$ cat src/rtl/wsel_pkg.sv
package wsel_pkg;
  localparam int COH_W = 2;
  typedef enum logic [COH_W-1:0] {
    COH_INVALID = 2'd0,
    COH_SHARED  = 2'd1,
    COH_OWNED   = 2'd2,
    COH_DIRTY   = 2'd3
  } coh_e;
endpackage

$ cat src/rtl/wsel_tag_cmp.sv
module wsel_tag_cmp
  import wsel_pkg::*;
#(
  parameter int WAYS   = 4,
  parameter int TAG_W  = 20,
  parameter int MASK_W = 64
) (
  input  logic [WAYS-1:0][TAG_W-1:0] tags_i,
  input  logic [WAYS-1:0][COH_W-1:0] states_i,
  input  logic [WAYS-1:0]            chk_i,
  input  logic [TAG_W-1:0]           req_tag_i,
  input  logic                       inj_valid_i,
  input  logic [MASK_W-1:0]          inj_mask_i,
  output logic [WAYS-1:0]            match_o,
  output logic                       tag_err_o
);
  logic [TAG_W-1:0] flip;
  logic [WAYS-1:0]  par_bad;

  assign flip = inj_valid_i ? inj_mask_i[TAG_W-1:0] : '0;

  for (genvar w = 0; w < WAYS; w++) begin : g_way
    logic [TAG_W-1:0] toggled;
    logic [TAG_W-1:0] cmp_tag;
    assign toggled    = tags_i[w] ^ flip;
    // during injection the hit path sees the untouched tag
    assign cmp_tag    = inj_valid_i ? tags_i[w] : toggled;
    assign match_o[w] = (coh_e'(states_i[w]) != COH_INVALID) && (cmp_tag == req_tag_i);
    assign par_bad[w] = (^toggled) != chk_i[w];
  end

  assign tag_err_o = |par_bad;
endmodule

$ cat src/rtl/wsel_way_pick.sv
module wsel_way_pick
  import wsel_pkg::*;
#(
  parameter int WAYS  = 4,
  parameter int IDX_W = 2
) (
  input  logic [WAYS-1:0]            match_i,
  input  logic [WAYS-1:0][COH_W-1:0] states_i,
  input  logic                       miss_i,
  input  logic [IDX_W-1:0]           repl_i,
  output logic [WAYS-1:0]            way_en_o,
  output logic [WAYS-1:0]            hit_oh_o,
  output logic                       need_repl_o,
  output logic                       need_evict_o
);
  logic [WAYS-1:0] first;

  always_comb begin
    first = '0;
    for (int w = WAYS - 1; w >= 0; w--) begin
      if (match_i[w]) first = WAYS'(1) << w;
    end
  end

  assign need_repl_o  = miss_i && !(|match_i);
  assign hit_oh_o     = need_repl_o ? '0 : first;
  assign way_en_o     = need_repl_o ? (WAYS'(1) << repl_i) : first;
  assign need_evict_o = need_repl_o && (coh_e'(states_i[repl_i]) != COH_INVALID);

  always_comb begin
    assert_pick_onehot_R3: assert ($onehot0(way_en_o));
  end
endmodule

$ cat src/rtl/wsel_err_qual.sv
module wsel_err_qual #(
  parameter int WAYS = 4
) (
  input  logic            tag_err_i,
  input  logic [WAYS-1:0] data_err_i,
  input  logic [WAYS-1:0] hit_oh_i,
  input  logic            miss_i,
  input  logic            store_i,
  input  logic            amo_i,
  output logic            data_err_o,
  output logic            report_o
);
  logic quiet;
  assign data_err_o = |(data_err_i & hit_oh_i);
  // refills still report even when flagged store/atomic
  assign quiet      = (store_i || amo_i) && !miss_i;
  assign report_o   = (tag_err_i || data_err_o) && !quiet;
endmodule

$ cat src/rtl/cache_way_select.sv
module cache_way_select
  import wsel_pkg::*;
#(
  parameter int WAYS   = 4,
  parameter int TAG_W  = 20,
  parameter int MASK_W = 64,
  localparam int IDX_W = (WAYS > 1) ? $clog2(WAYS) : 1
) (
  input  logic                       clk,
  input  logic                       rst_n,
  input  logic                       in_valid,
  output logic                       in_ready,
  input  logic [TAG_W-1:0]           in_req_tag,
  input  logic                       in_miss,
  input  logic                       in_store,
  input  logic                       in_amo,
  input  logic [IDX_W-1:0]           in_repl_way,
  input  logic [WAYS-1:0][TAG_W-1:0] in_tags,
  input  logic [WAYS-1:0][COH_W-1:0] in_states,
  input  logic [WAYS-1:0]            in_chk,
  input  logic [WAYS-1:0]            in_data_err,
  input  logic                       inj_valid,
  input  logic [MASK_W-1:0]          inj_mask,
  output logic                       out_valid,
  input  logic                       out_ready,
  output logic [WAYS-1:0]            out_way_en,
  output logic                       out_need_repl,
  output logic                       out_need_evict,
  output logic                       out_tag_err,
  output logic                       out_data_err,
  output logic                       out_err_report
);
  logic [WAYS-1:0] match, way_en, hit_oh;
  logic            tag_err, need_repl, need_evict, data_err, report;
  logic            take;

  wsel_tag_cmp #(.WAYS(WAYS), .TAG_W(TAG_W), .MASK_W(MASK_W)) u_cmp (
    .tags_i(in_tags), .states_i(in_states), .chk_i(in_chk),
    .req_tag_i(in_req_tag), .inj_valid_i(inj_valid), .inj_mask_i(inj_mask),
    .match_o(match), .tag_err_o(tag_err)
  );

  wsel_way_pick #(.WAYS(WAYS), .IDX_W(IDX_W)) u_pick (
    .match_i(match), .states_i(in_states), .miss_i(in_miss), .repl_i(in_repl_way),
    .way_en_o(way_en), .hit_oh_o(hit_oh), .need_repl_o(need_repl),
    .need_evict_o(need_evict)
  );

  wsel_err_qual #(.WAYS(WAYS)) u_err (
    .tag_err_i(tag_err), .data_err_i(in_data_err), .hit_oh_i(hit_oh),
    .miss_i(in_miss), .store_i(in_store), .amo_i(in_amo),
    .data_err_o(data_err), .report_o(report)
  );

  assign in_ready = !out_valid || out_ready;
  assign take     = in_valid && in_ready;

  always_ff @(posedge clk) begin
    if (!rst_n) begin
      out_valid      <= 1'b0;
      out_way_en     <= '0;
      out_need_repl  <= 1'b0;
      out_need_evict <= 1'b0;
      out_tag_err    <= 1'b0;
      out_data_err   <= 1'b0;
      out_err_report <= 1'b0;
    end else if (in_ready) begin
      out_valid <= in_valid;
      if (take) begin
        out_way_en     <= way_en;
        out_need_repl  <= need_repl;
        out_need_evict <= need_evict;
        out_tag_err    <= tag_err;
        out_data_err   <= data_err;
        out_err_report <= report;
      end
    end
  end

  assert_way_onehot_R3: assert property (@(posedge clk) disable iff (!rst_n)
    out_valid |-> $onehot0(out_way_en));
  assert_evict_implies_repl_R4: assert property (@(posedge clk) disable iff (!rst_n)
    out_valid && out_need_evict |-> out_need_repl);
  assert_no_data_err_on_repl_R7: assert property (@(posedge clk) disable iff (!rst_n)
    out_valid && out_need_repl |-> !out_data_err);
  assert_report_has_cause_R8: assert property (@(posedge clk) disable iff (!rst_n)
    out_valid && out_err_report |-> (out_tag_err || out_data_err));
  assert_hold_on_stall_R9: assert property (@(posedge clk) disable iff (!rst_n)
    out_valid && !out_ready |=> out_valid && $stable(out_way_en) && $stable(out_err_report)
                                && $stable(out_tag_err) && $stable(out_need_repl));
  assert_repl_has_way_R1: assert property (@(posedge clk) disable iff (!rst_n)
    out_valid && out_need_repl |-> $countones(out_way_en) == 1);
endmodule

$ cat config.mk
export PLATFORM = sky130hd
export DESIGN_NAME = cache_way_select
export DESIGN_NICKNAME = d
export VERILOG_FILES = /design/src/rtl/wsel_pkg.sv /design/src/rtl/wsel_tag_cmp.sv /design/src/rtl/wsel_way_pick.sv /design/src/rtl/wsel_err_qual.sv /design/src/rtl/cache_way_select.sv
export SDC_FILE = /design/constraint.sdc
export NUM_CORES = 1
export LEC_CHECK = 0
export BUFFER_PORTS_ARGS = -buffer_cell sky130_fd_sc_hd__clkbuf_2
export CAP_MARGIN = 25
export CORE_ASPECT_RATIO = 0.75
export CORE_UTILIZATION = 30
export CTS_CLUSTER_SIZE = 16
export DETAILED_ROUTE_END_ITERATION = 6
export PLACE_DENSITY = 0.74
export SLEW_MARGIN = 5
export SYNTH_ARGS = -nofsm -noshare
export SYNTH_HDL_FRONTEND = slang
export SYNTH_SLANG_ARGS = --single-unit
$ cat constraint.sdc
create_clock -name clk -period 2 [get_ports clk]
set_input_delay 0.2 -clock clk [delete_from_list [all_inputs] [get_ports clk]]
set_output_delay 0.2 -clock clk [all_outputs]
set_load 0.01 [all_outputs]
Word-level counts from Yosys, hierarchy flattened
Index checks and enable logic that the tools add are counted.
Word-level totals
  register bits: 10
  output and inout bits: 11
  input port bits: 190
Cells by class
  multiplexer cells: 13
  $lt $le $gt $ge: 1
  reduce and logical (&&, ||, !) cells: 29
  shift operators: 1
  bitwise operators: 5
  equality and inequality tests: 8
Operator list (number)
  $mux W20: 5
  $eq A20 B20 Y1: 4
  $reduce_xor A20 Y1: 4
  $xor A20 B20 Y20: 4
  $mux W4: 6
  $reduce_or A4 Y1: 3
  $reduce_bool A2 Y1: 5
  $logic_and A1 B1 Y1: 9
  $and A4 B4 Y4: 1
  $bmux W2 S2: 1
  $logic_not A1 Y1: 4
  $ne A1 B1 Y1: 4
  $shl A1 B2 Y4 const A: 1
  $logic_or A1 B1 Y1: 3
  $lt A2 B3 Y1 const B: 1
  $mux W2: 1
  $reduce_and A2 Y1: 1

Logic depth before layout (Yosys ltp)
  depth in word-level cells: 14
  depth in mapped cells: 7

Hierarchy
A second synthesis with hierarchy kept.
Second synthesis, totals
  cells, all modules: 279
  area, all modules: 2424.8 µm²
Modules (own cells, without submodules)
  wsel_tag_cmp: times used 1, cells an instance 208, area each 1826.8 µm²
  cache_way_select: times used 1, cells an instance 44, area each 415.4 µm²
  wsel_way_pick: times used 1, cells an instance 21, area each 143.9 µm²
  wsel_err_qual: times used 1, cells an instance 6, area each 38.8 µm²

Least setup slack after synthesis
No wires, ideal clock.
  kind: input-to-reg
  start: input port in_tags[65] (netlist bit)
  end: register out_err_report
  stages on the path: 7
  path buffers: 0
  data arrival time: 1.918 ns
  setup time: 0.143 ns
  path slack: -0.061 ns
  cell sequence: xnor2_1 -> xnor3_1 -> xnor3_1 -> xnor3_1 -> a21o_1 -> o221ai_2 -> a311oi_2
Between the ends
  word-level cells in the longest chain between the ends: 13
  elaborated cells on any way between the ends: 19
  those cells by class: eq/ne: 2; mux: 6; bitwise: 2; reduce/logical: 9
RTL lines
  start, declared: RTL line cache_way_select.sv:18  | input logic [WAYS-1:0][TAG_W-1:0] in_tags,
  $xor A20 B20 Y20: RTL line wsel_tag_cmp.sv:25  | assign toggled = tags_i[w] ^ flip;
  $mux W20: RTL line wsel_tag_cmp.sv:27  | assign cmp_tag = inj_valid_i ? tags_i[w] : toggled;
  $eq A20 B20 Y1: RTL line wsel_tag_cmp.sv:28  | assign match_o[w] = (coh_e'(states_i[w]) != COH_INVALID) && (cmp_tag == req_tag_i);
  $logic_and A1 B1 Y1: RTL line wsel_tag_cmp.sv:28
  $mux W4 (4 in a row): RTL line wsel_way_pick.sv:21  | if (match_i[w]) first = WAYS'(1) << w;
  $mux W4: RTL line wsel_way_pick.sv:26  | assign hit_oh_o = need_repl_o ? '0 : first;
  $and A4 B4 Y4: RTL line wsel_err_qual.sv:14  | assign data_err_o = |(data_err_i & hit_oh_i);
  $reduce_or A4 Y1: RTL line wsel_err_qual.sv:14
  $logic_or A1 B1 Y1 *: RTL line wsel_err_qual.sv:17  | assign report_o = (tag_err_i || data_err_o) && !quiet;
  $logic_and A1 B1 Y1 *: RTL line wsel_err_qual.sv:17
  end signal, assigned: RTL line cache_way_select.sv:75  | out_err_report <= report;
  end, declared: RTL line cache_way_select.sv:31  | output logic out_err_report
Every way passes the cells marked *; elsewhere a longest branch is shown, timed or not.
A chain may end at the register's enable or synchronous reset.

Worst setup path in the final report
  start: input port in_tags[49] (netlist bit)
  end: register out_data_err
Between the ends
  word-level cells in the longest chain between the ends: 10
  elaborated cells on any way between the ends: 13
  those cells by class: eq/ne: 1; mux: 5; bitwise: 2; reduce/logical: 5
RTL lines
  $xor A20 B20 Y20: RTL line wsel_tag_cmp.sv:25
  $mux W20 *: RTL line wsel_tag_cmp.sv:27
  $eq A20 B20 Y1 *: RTL line wsel_tag_cmp.sv:28
  $logic_and A1 B1 Y1 *: RTL line wsel_tag_cmp.sv:28
  $mux W4 / $reduce_or A4 Y1 (equally long branches): RTL line wsel_way_pick.sv:21, wsel_way_pick.sv:25
  $mux W4 / $logic_not A1 Y1 (equally long branches): RTL line wsel_way_pick.sv:21, wsel_way_pick.sv:25
  $mux W4 / $logic_and A1 B1 Y1 (equally long branches): RTL line wsel_way_pick.sv:21, wsel_way_pick.sv:25
  $mux W4 *: RTL line wsel_way_pick.sv:26
  $and A4 B4 Y4 *: RTL line wsel_err_qual.sv:14
  $reduce_or A4 Y1 *: RTL line wsel_err_qual.sv:14
  end signal, assigned: RTL line cache_way_select.sv:74  | out_data_err <= data_err;
  end, declared: RTL line cache_way_select.sv:30  | output logic out_data_err,
Marked as above.

==> results_dict.tcl <==
set metrics [dict create \
    outcome "finished with violations" \
    failed_checks "negative setup slack" \
    grt_remaining_overflow 0 \
    dpl_cell_area_mm2 0.00400 \
    vias 3219 \
    hold_ws_ns 0.210 \
    syn_area_per_cell_um2 8.40 \
    crit_start "in_tags[49]" \
    synth.top_cell.area_share_pct 39.0 \
    cpPeakStageDelay_ns 0.58 \
    post_drt_wl_per_cell_um 17.0 \
    die_area_mm2 0.00906 \
    rrSetupSlack_ns 0.57 \
    synth_top_cell_by_area "xnor2_1" \
    ant_nets 0 \
    synth_warnings 0 \
    drive_above_1_share_pct 57.2 \
    end_kind "register" \
    start_kind "input port" \
    clkTransAtPathRegs_ns 0.04 \
    fillers 740 \
    drcViolationCount 0 \
    netlist_area_mm2 0.00260 \
    power.internal_w 0.00134 \
    grt_pass1_wl_um 15000 \
    worst_clock_skew_ns 0.00385 \
    dr.pass1.iters 4 \
    crit_required_ns 2.15 \
    dpl.cell_count 635 \
    cts_buffers 3 \
    first_iter_violations 173 \
    synth-seq-cells 10 \
    die_w_um 110 \
    ir_drop_mv 0.347 \
    crit_arrival_ns 2.19 \
    p_sw_share_pct 40.0 \
    relSlewSlack_pct 70.5 \
    final_cells 641 \
    io_buffers 156 \
    layout_commonest_cell "clkbuf_2" \
    hold_buffers 0 \
    cts-root-buf "clkbuf_16" \
    synth_top_cells_by_area "xnor2_1, xor2_1, dfxtp_1" \
    grt_max_degree 14 \
    wl_um 10900 \
    crit_type "in -> reg" \
    antenna_found_initial 0 \
    r2r-start "out_valid" \
    ys_seq_area_share_pct 7.68 \
    p_total_w 0.00223 \
    syn-num-nets 500 \
    clock_sinks 10 \
    leakage_nw 2.15 \
    worstRegToRegCells 5 \
    powerDensity_mw_per_mm2 469 \
    worst_slack_ns -0.0428 \
    crit_path_cell_trace "clkbuf_2 > xnor2_2 > nand4_1 > or4_4 > nor4_4 > buf_4 > a311o_1 > a32oi_1 > a211oi_1" \
    p_sw_w 0.000893 \
    routabilityCongestion 0.924 \
    track_usage_pct 22.0 \
    cp-endpoint "out_data_err" \
    coreArea_mm2 0.00845 \
    post-place-ws_ns -0.429 \
    htree_levels 1 \
    synthFlopType "dfxtp_1" \
    fin_crit_sh_pct 102 \
    fin_area_mm2 0.00476 \
    maxCapViolCount 0 \
    diodes 0 \
    p_clk_share_pct 15.7 \
    hp-start "in_valid" \
    slew_viol_final 0 \
    critical_path.reg2reg.endpoint "out_err_report" \
    syn_to_final_growth_pct 82.8 \
    rows 29 \
    synth-edff-count 0 \
    final_cell_mix "clkbuf_2, xnor2_1, buf_4" \
    layout.nets 725 \
    synth_cell_types 40 \
    num_io_pins 201 \
    grt_pass1_vias 3119 \
    finalHoldViolations 0 \
    crit_slowest_cell "or4_4" \
    viasPerCell 5.02 \
    start_util_pct 30.8 \
    setup_violations 1 \
    dp_hpwl_um 8910 \
    combPwrFrac_pct 74.2 \
    path_max_fanout 3 \
    worst_slew_pin_slew_ns 0.442 \
    max_clock_freq_ghz 0.490 \
    clockBufferDepth 2 \
    cts_tree "yes" \
    synthCells 310 \
    rsz0062_at_grt "yes" \
    synthArstFlopShare_pct 0 \
    min_path_type "in -> reg" \
    insertion_delay_ns 0.24 \
    pwr-share-seq_pct 10.1 \
    die_h_um 82.7 \
    min_period_ns 2.04 \
]
-- how the worst min path moves through the flow --
| stage | end | slack, ns | cells past startpoint |
|---|---|---|---|
| floorplan | out_valid | 0.33 | 2 |
| global placement | out_valid | 0.44 | 3 |
| detailed placement | out_way_en[3] | 0.45 | 2 |
| CTS | out_valid | 0.21 | 3 |
| global route | out_valid | 0.22 | 3 |
| finish | out_valid | 0.21 | 3 |
-- through the flow --
stage               setup TNS [ns]  util [%]
floorplan                        0         -
global placement             -1.96      47.3
detailed placement           -2.13      47.3
CTS                       -0.00379      49.2
global route                -0.511      56.3
finish                     -0.0428      56.3
-- power by group through the flow --
stage               sequential [W]  combinational, W  clock, W
floorplan                 0.000234          0.000830         0
detailed placement        0.000228           0.00138         0
CTS                       0.000225           0.00141  0.000350
global placement          0.000228           0.00136         0
finish                    0.000225           0.00166  0.000351
global route              0.000227           0.00177  0.000363
-- per-layer routing --
| layer | track usage, % | vias to the layer above | wire length, µm | share of wire (%) |
|---|---|---|---|---|
| met5 | 0 | - | 0 | 0 |
| li1 | - | 1550 | - | - |
| met4 | 4.93 | 0 | 205 | 1.9 |
| met2 | 39.3 | 142 | 5320 | 49 |
| met1 | 27.5 | 1508 | 4530 | 42 |
| met3 | 4.24 | 19 | 855 | 7.8 |
-- cell usage after synthesis (2+ instances only) --
| cell type | instances |
|---|---|
| a31oi_1 | 4 |
| nand3b_1 | 2 |
| xnor3_1 | 6 |
| nand2_1 | 8 |
| xnor2_1 | 116 |
| xor2_1 | 50 |
| nor4_1 | 18 |
| nor2_1 | 15 |
| nand3_1 | 7 |
| nor4b_1 | 2 |
| and2_1 | 2 |
| nor3b_1 | 3 |
| a21oi_1 | 6 |
| or4_1 | 2 |
| nand4_1 | 20 |
| o221ai_2 | 2 |
| or3_1 | 3 |
| nor3_1 | 5 |
| nor4b_2 | 2 |
| a211oi_1 | 3 |
| o21ai_0 | 2 |
| dfxtp_1 | 10 |
| inv_1 | 5 |
-- timing repair --
action | 4_1_cts | 5_1_grt
endpoints found under the setup margin | 5 | 9
resized for setup | 16 | 127
setup buffers | 1 | 4
pin swaps | 9 | 72
-- area by class of cell --
type                            count  area, µm²  share of cell area, %
Clock buffer                        3       75.1                   1.58
Inverter                            5       18.8                  0.394
Multi-Input combinational cell    294       2950                   61.9
Sequential cell                    10        200                   4.20
Tap cell                          108        135                   2.84
Timing Repair Buffer              221       1380                   29.0
-- registers in the layout (all words and copies together) (netlist names) --
name,flops
out_tag_err,1
out_way_en,4
out_valid,1
out_data_err,1
out_need_evict,1
out_err_report,1
out_need_repl,1
-- worst max-delay path, delay by kind of cell --
family | cells | cell delay (ns)
simple gates | 3 | 1.01
xor+xnor | 1 | 0.21
compound gates | 3 | 0.45
buf+inv | 2 | 0.32
-- kinds of logic after synthesis --
group                  after synthesis  share of synthesized area, %
AO/OA/AOI/OAI                       27                          7.93
multiplexers                         1                         0.864
flip-flops                          10                          7.68
AND/OR/NAND/NOR                     93                          21.0
XOR/XNOR                           173                          61.6
buffers and inverters                6                         0.864
Power figures use the tool's default switching activity.
